[src/rtl/burst_pkg.sv]
package burst_pkg;

  localparam int BEAT_W = 4;
  localparam int CNT_W  = 4;
  localparam int CFG_W  = 6;

  typedef struct packed {
    logic       polHigh;
    logic [1:0] lenCode;
    logic [2:0] latCode;
  } cfg_t;

  typedef struct packed {
    logic              capture;
    logic              busy;
    logic              waitReady;
    logic              driveData;
    logic              writeBeat;
    logic [BEAT_W-1:0] beat;
    logic [BEAT_W-1:0] lenMask;
    logic              polHigh;
  } strobe_t;

  function automatic logic [CNT_W-1:0] latencyOf(input logic [2:0] code);
    return (code < 3'd3) ? CNT_W'(3) : CNT_W'(code);
  endfunction

  function automatic logic [BEAT_W-1:0] maskOf(input logic [1:0] code);
    case (code)
      2'd1:    return BEAT_W'(7);
      2'd2:    return BEAT_W'(15);
      default: return BEAT_W'(3);
    endcase
  endfunction

endpackage

[src/rtl/burst_ctrl.sv]
module burst_ctrl
  import burst_pkg::*;
(
  input  logic             clk,
  input  logic             rst_n,
  input  logic             csN,
  input  logic             advN,
  input  logic             weN,
  input  logic             cfgWe,
  input  logic [CFG_W-1:0] cfgData,
  output strobe_t          st,
  output logic [CFG_W-1:0] cfgBits
);

  typedef enum logic [1:0] {S_IDLE, S_LAT, S_DATA} state_t;

  state_t            state;
  logic [CNT_W-1:0]  cnt;
  logic [BEAT_W-1:0] beat;
  logic              isWrite;
  cfg_t              cfgQ;

  logic [CNT_W-1:0]  latency;
  logic [BEAT_W-1:0] lenMask;
  logic              startReq;
  logic              latDone;

  assign latency  = latencyOf(cfgQ.latCode);
  assign lenMask  = maskOf(cfgQ.lenCode);
  assign startReq = (state == S_IDLE) && !csN && !advN;
  assign latDone  = (cnt == latency - CNT_W'(1));

  always_ff @(posedge clk or negedge rst_n) begin
    if (!rst_n) begin
      cfgQ <= '{polHigh: 1'b0, lenCode: 2'd0, latCode: 3'd5};
    end else if (cfgWe && state == S_IDLE) begin
      cfgQ <= cfg_t'(cfgData);
    end
  end

  always_ff @(posedge clk or negedge rst_n) begin
    if (!rst_n) begin
      state   <= S_IDLE;
      cnt     <= '0;
      beat    <= '0;
      isWrite <= 1'b0;
    end else begin
      case (state)
        S_IDLE: begin
          if (startReq) begin
            state   <= S_LAT;
            cnt     <= '0;
            beat    <= '0;
            isWrite <= !weN;
          end
        end
        S_LAT: begin
          if (csN) begin
            state <= S_IDLE;
          end else if (latDone) begin
            state <= S_DATA;
            beat  <= '0;
          end else begin
            cnt <= cnt + CNT_W'(1);
          end
        end
        S_DATA: begin
          if (csN || beat == lenMask) begin
            state <= S_IDLE;
          end else begin
            beat <= beat + BEAT_W'(1);
          end
        end
        default: state <= S_IDLE;
      endcase
    end
  end

  always_comb begin
    st           = '0;
    st.capture   = startReq;
    st.busy      = (state != S_IDLE);
    st.waitReady = (state == S_DATA) || (state == S_LAT && latDone);
    st.driveData = (state == S_DATA) && !isWrite;
    st.writeBeat = (state == S_DATA) && isWrite && !csN;
    st.beat      = beat;
    st.lenMask   = lenMask;
    st.polHigh   = cfgQ.polHigh;
  end

  assign cfgBits = cfgQ;

endmodule

[src/rtl/burst_dp.sv]
module burst_dp
  import burst_pkg::*;
#(
  parameter int ADDR_W = 6,
  parameter int DATA_W = 16
) (
  input  logic              clk,
  input  logic              rst_n,
  input  strobe_t           st,
  input  logic [ADDR_W-1:0] addr,
  input  logic [DATA_W-1:0] dqIn,
  output logic [DATA_W-1:0] dqOut,
  output logic [ADDR_W-1:0] baseOut
);

  localparam int DEPTH = 1 << ADDR_W;

  logic [DATA_W-1:0] mem [DEPTH];
  logic [ADDR_W-1:0] baseQ;
  logic [ADDR_W-1:0] maskWide;
  logic [ADDR_W-1:0] beatWide;
  logic [ADDR_W-1:0] curAddr;

  assign maskWide = ADDR_W'(st.lenMask);
  assign beatWide = ADDR_W'(st.beat);
  assign curAddr  = (baseQ & ~maskWide) | ((baseQ + beatWide) & maskWide);

  always_ff @(posedge clk or negedge rst_n) begin
    if (!rst_n) begin
      baseQ <= '0;
    end else if (st.capture) begin
      baseQ <= addr;
    end
  end

  always_ff @(posedge clk) begin
    if (st.writeBeat) begin
      mem[curAddr] <= dqIn;
    end
  end

  assign dqOut   = mem[curAddr];
  assign baseOut = baseQ;

endmodule

[src/rtl/burst_psram_ctrl.sv]
module burst_psram_ctrl
  import burst_pkg::*;
#(
  parameter int ADDR_W = 6,
  parameter int DATA_W = 16
) (
  input  logic              clk,
  input  logic              rst_n,
  input  logic              csN,
  input  logic              advN,
  input  logic              weN,
  input  logic [ADDR_W-1:0] addr,
  input  logic              cfgWe,
  input  logic [CFG_W-1:0]  cfgData,
  input  logic [DATA_W-1:0] dqIn,
  output logic [DATA_W-1:0] dqOut,
  output logic              dqOe,
  output logic              waitOut,
  output logic              waitOe
);

  strobe_t           st;
  logic [CFG_W-1:0]  cfgBits;
  logic [ADDR_W-1:0] baseQ;

  burst_ctrl uCtrl (
    .clk     (clk),
    .rst_n   (rst_n),
    .csN     (csN),
    .advN    (advN),
    .weN     (weN),
    .cfgWe   (cfgWe),
    .cfgData (cfgData),
    .st      (st),
    .cfgBits (cfgBits)
  );

  burst_dp #(.ADDR_W(ADDR_W), .DATA_W(DATA_W)) uDp (
    .clk     (clk),
    .rst_n   (rst_n),
    .st      (st),
    .addr    (addr),
    .dqIn    (dqIn),
    .dqOut   (dqOut),
    .baseOut (baseQ)
  );

  assign dqOe    = st.driveData && !csN;
  assign waitOe  = !csN;
  assign waitOut = st.waitReady ^ st.polHigh;

endmodule

[config.mk]
export PLATFORM = sky130hd
export DESIGN_NAME = burst_psram_ctrl
export DESIGN_NICKNAME = d
export VERILOG_FILES = /design/src/rtl/burst_pkg.sv /design/src/rtl/burst_ctrl.sv /design/src/rtl/burst_dp.sv /design/src/rtl/burst_psram_ctrl.sv
export SDC_FILE = /design/constraint.sdc
export NUM_CORES = 1
export LEC_CHECK = 0
export ABC_AREA = 1
export ABC_CLOCK_PERIOD_IN_PS = 7800
export BUFFER_PORTS_ARGS = -buffer_cell sky130_fd_sc_hd__buf_2
export CORE_UTILIZATION = 40
export DETAILED_ROUTE_END_ITERATION = 12
export SETUP_SLACK_MARGIN = 0.15
export SLEW_MARGIN = 10
export SYNTH_ARGS = -nofsm -noshare
export SYNTH_HDL_FRONTEND = slang
export SYNTH_SLANG_ARGS = --single-unit
[constraint.sdc]
create_clock -name clk -period 7.8 [get_ports clk]
set_input_delay 0.39 -clock clk [delete_from_list [all_inputs] [get_ports clk]]
set_output_delay 0.39 -clock clk [all_outputs]
set_load 0.1 [all_outputs]
==> summary by stage <==
Power and ir drop
The share of total power in sequential cells is 0.298. Power spread over the standard cell area amounts to between 400 and 500 mW/mm^2. The static leakage is between 0.015 and 0.02 uW. The share of total power dissipated in the clock network is 0.229. The internal portion of the total power is 11100 uW. The worst-case IR drop observed on VDD is 1.21 mV.

The switching share of total power is 0.470. Of the total power, combinational logic draws 0.473. Summed over all nets, the switching power comes to roughly 9900 uW.

Setup path
The endpoint kind of the worst setup timing path is a primary output. The number of cells on the worst reg-to-reg path is 8. The path type of the worst setup path is reg -> out. The data arrival at the endpoint of the critical path is 5300 ps. The worst setup path is launched from a flop. Data on the critical path is required at its endpoint by 7410 ps. The highest fanout seen on the critical path is approximately 250.

Final layout
The library cells used most frequently in the layout, excluding fill and tap cells, are 2430 x nand2_1, 1024 x edfxtp_1, 135 x a21oi_1. The relative area change from synthesis to final layout is 11.1%. The most common cell after layout, fill and taps aside is nand2_1. The summed area of non-filler cells in the final layout is slightly below 0.05 mm^2. The core occupancy in the finished layout is 0.448. The final net count is roughly 4300. The share of cells above drive strength 1 is 0.0754.

The final instance count without filler cells is just under 6000. The antenna cell count is 0. The number of fillers in the final layout is a little over 10000.

CTS
The post-CTS clock slew at the launch and capture registers of the worst setup and hold paths is about 60 ps. The H-tree level count is 3. Clock latency on the worst-skew pair, taken at its later pin, is about 700 ps. The clock sink count is 1047. TritonCTS built the clock tree. The tree is rooted in a clkbuf_16. The maximum buffer depth of the clock tree is 3. Clock tree synthesis inserted a total of 106 buffers. After clock tree synthesis, the setup repair step added 0 buffers. The number of gates resized after cts is 0.

Yosys
By area the synthesized netlist is led by edfxtp_1 69%, nand2_1 20%, a21oi_1 1.5%. After synthesis the cells add up to around 0.045 mm^2. The per-instance average area after synthesis is between 10 and 15 um^2. The synthesized design spends more area on one cell type than any other, namely edfxtp_1. The share of synthesized area in the top cell type comes to 0.689. The netlist uses 32 different library cells. In this run, synthesis produced a sequential element count of 1047. Synthesis produced a netlist with a net count of between 4000 and 5000. The sequential area share after synthesis is 0.702. In the synthesized netlist the dominant register cell turns out to be edfxtp_1. Synthesis produced a netlist whose cell count is ~4200. Of all flip-flops after synthesis, the portion carrying an async set or reset was 0.0220. The number of enable-type register cells in the synthesized netlist is ~1000. The Yosys step of the flow raised 0 warnings.

Global route
The first global-routing pass estimated about 180 mm of wire. The total congestion overflow is 0. The initial antenna violation count is 1. The via count of the first global-routing pass is approximately 28000. The largest net degree at the start of global routing is 250. For this run, the total global-route usage over all layers was measured as 0.215.

Route
After detailed routing, the total wire length is between 100 and 150 mm. The post-route antenna net violation count is 0. In the routed layout, each cell is associated on average with a via count of 5.08. The iteration count of the initial detailed-routing pass is 5. The routed wire length per instance is between 20 and 25 um. The routed layout has slightly below 30000 vias. The number of remaining DRC errors is 0. In this run, the number of DRC markers left after iteration 0 of detailed routing was approximately 3100.

Placement
The wire-length estimate of the detail-placed layout is between 60 and 70 mm. At the end of routability-driven placement, the weighted congestion stood at 0.816. At the placement stage, the worst setup path has a slack of between 3000 and 4000 ps. The number of I/O port buffers is 52.

The placed instances occupy a cell area of about 0.046 mm^2. Including well taps, the total number of placed cells is approximately 5700.

STA
The total count of max-transition violations in the final report came to 0. The final-report setup violation count is 0. Clock skew on the completed layout was measured at between 30 and 40 ps. Setup repair after global routing left no endpoint under its margin.

The setup TNS is 0 ps. The worst-case setup margin in the final layout is around 2100 ps. The fmax is 176 MHz. For the pin with the worst max-slew slack, the measured transition is between 1000 and 1500 ps. Measured against its own limit, the worst slew margin works out to 0.0192. In the finished design, the share of the clock period the worst path needs comes to 0.729. The minimum clock period after layout is between 5000 and 6000 ps.

The count of final hold-check violations is 0.

Floorplanning
The number of placed I/O pins is 53. The region available for standard cell placement spans 0.111 mm^2. The floorplan step defined a die boundary enclosing ~0.11 mm^2. The floorplan die height is approximately 340 um. The number of rows created at floorplan is roughly 120. The initial core utilization is 0.403.

The x dimension of the die is approximately 340 um.

Hold path
The worst hold path was traced through 3 stages. The path class of the lowest-slack min-delay path is in -> reg.

Job
Across the run, the number of max-cap violations was 0.

Run status
The flow ran to the end, and the final reports show no timing, DRC or antenna violations.
-- synthesized netlist by cell type, types with 2 or more instances --
| library cell | number |
|---|---|
| a21oi_1 | 135 |
| buf_1 | 11 |
| buf_2 | 119 |
| buf_4 | 34 |
| buf_6 | 33 |
| clkbuf_1 | 35 |
| dfrtp_1 | 21 |
| dfstp_2 | 2 |
| edfxtp_1 | 1024 |
| ha_1 | 7 |
| inv_1 | 20 |
| inv_2 | 4 |
| mux2_2 | 6 |
| nand2_1 | 2430 |
| nand2_2 | 11 |
| nand3_1 | 89 |
| nand4_1 | 48 |
| nor2_1 | 121 |
| nor2_2 | 2 |
| o21ai_0 | 28 |
| o21ai_1 | 45 |
| xnor2_1 | 4 |
| xor2_1 | 8 |
-- worst max-delay path, cell delays in order, from the launching register on --
cell and delay [ps]:
dfrtp_1 450, ha_4 550, inv_16 490, buf_4 830, nand2_1 100, nand2_1 90, nand2_1 50, nand2_1 150
nand2_1 70, nand2_1 80, nand3_1 120, nand2_1 280, nor2_1 130, nand2_1 170, buf_2 460
-- per-layer routing --
metal,vias up,global-route usage,routed length [um]
met4,0,0.0586,2480
met2,1083,0.340,56300
met5,-,0,0
li1,14200,-,-
met3,155,0.0390,9780
met1,14400,0.303,53300
-- path summary, 6_finish.rpt --
check,startpoint,to,slack [ps]
max,uCtrl.beat[0],dqOut[3],2110
min,addr[5],uDp.baseOut[5],50
max reg2reg,uCtrl.beat[0],uDp.mem[24][14],3270
min reg2reg,uCtrl.cfgBits[0],uCtrl.cfgBits[0],480
max in group asynchronous,rst_n,uCtrl.cnt[1],7120
min in group asynchronous,rst_n,uDp.baseOut[4],270
-- what timing repair did --
| action | 4_1_cts | 5_1_grt |
|---|---|---|
| endpoints found under the setup margin | 0 | 0 |
| hold buffers | 13 | 0 |
| hold endpoints to repair | 33 | 0 |
-- through the flow --
step           power [uW]  hold slack [ps]
6_report            21000             53.9
5_1_grt             22200             51.1
4_1_cts             21000             7.26
3_5_place_dp        16200              436
3_3_place_gp        16200              437
2_1_floorplan       13500             94.4
-- flip-flops by register name (all words and copies together) (netlist names) --
| signal | flops |
|---|---|
| uDp.mem | 1024 |
| uCtrl.cfgBits | 6 |
| uDp.baseOut | 6 |
| uCtrl.beat | 4 |
| uCtrl.cnt | 4 |
| uCtrl.state | 2 |
| uCtrl.isWrite | 1 |
-- power by group through the flow --
stage          logic, uW  clock network (uW)  registers, uW
2_1_floorplan       7190                   0           6350
3_3_place_gp        9830                   0           6360
3_5_place_dp        9870                   0           6360
4_1_cts             9910                4880           6240
5_1_grt            10900                5080           6250
6_report            9920                4800           6240
-- area by class of cell --
cell class,instances,area (um^2),area share
clock buffers,141,2810,0.0566
clock inverters,54,418,0.00843
inverters,26,121,0.00245
multi-input cells,2941,11800,0.238
flip-flops and latches,1047,31300,0.632
well taps,1488,1860,0.0376
repair buffers,169,1220,0.0246
-- cells by family after synthesis --
kind of cell	synth area share
AND/OR/NAND/NOR	0.234
flip-flops	0.702
buffers and inverters	0.0335
AO/OA/AOI/OAI	0.0238
XOR/XNOR	0.00236
adder cells (fa/ha/maj)	0.00241
multiplexers	0.00151
(Power assumes the default switching activity.)
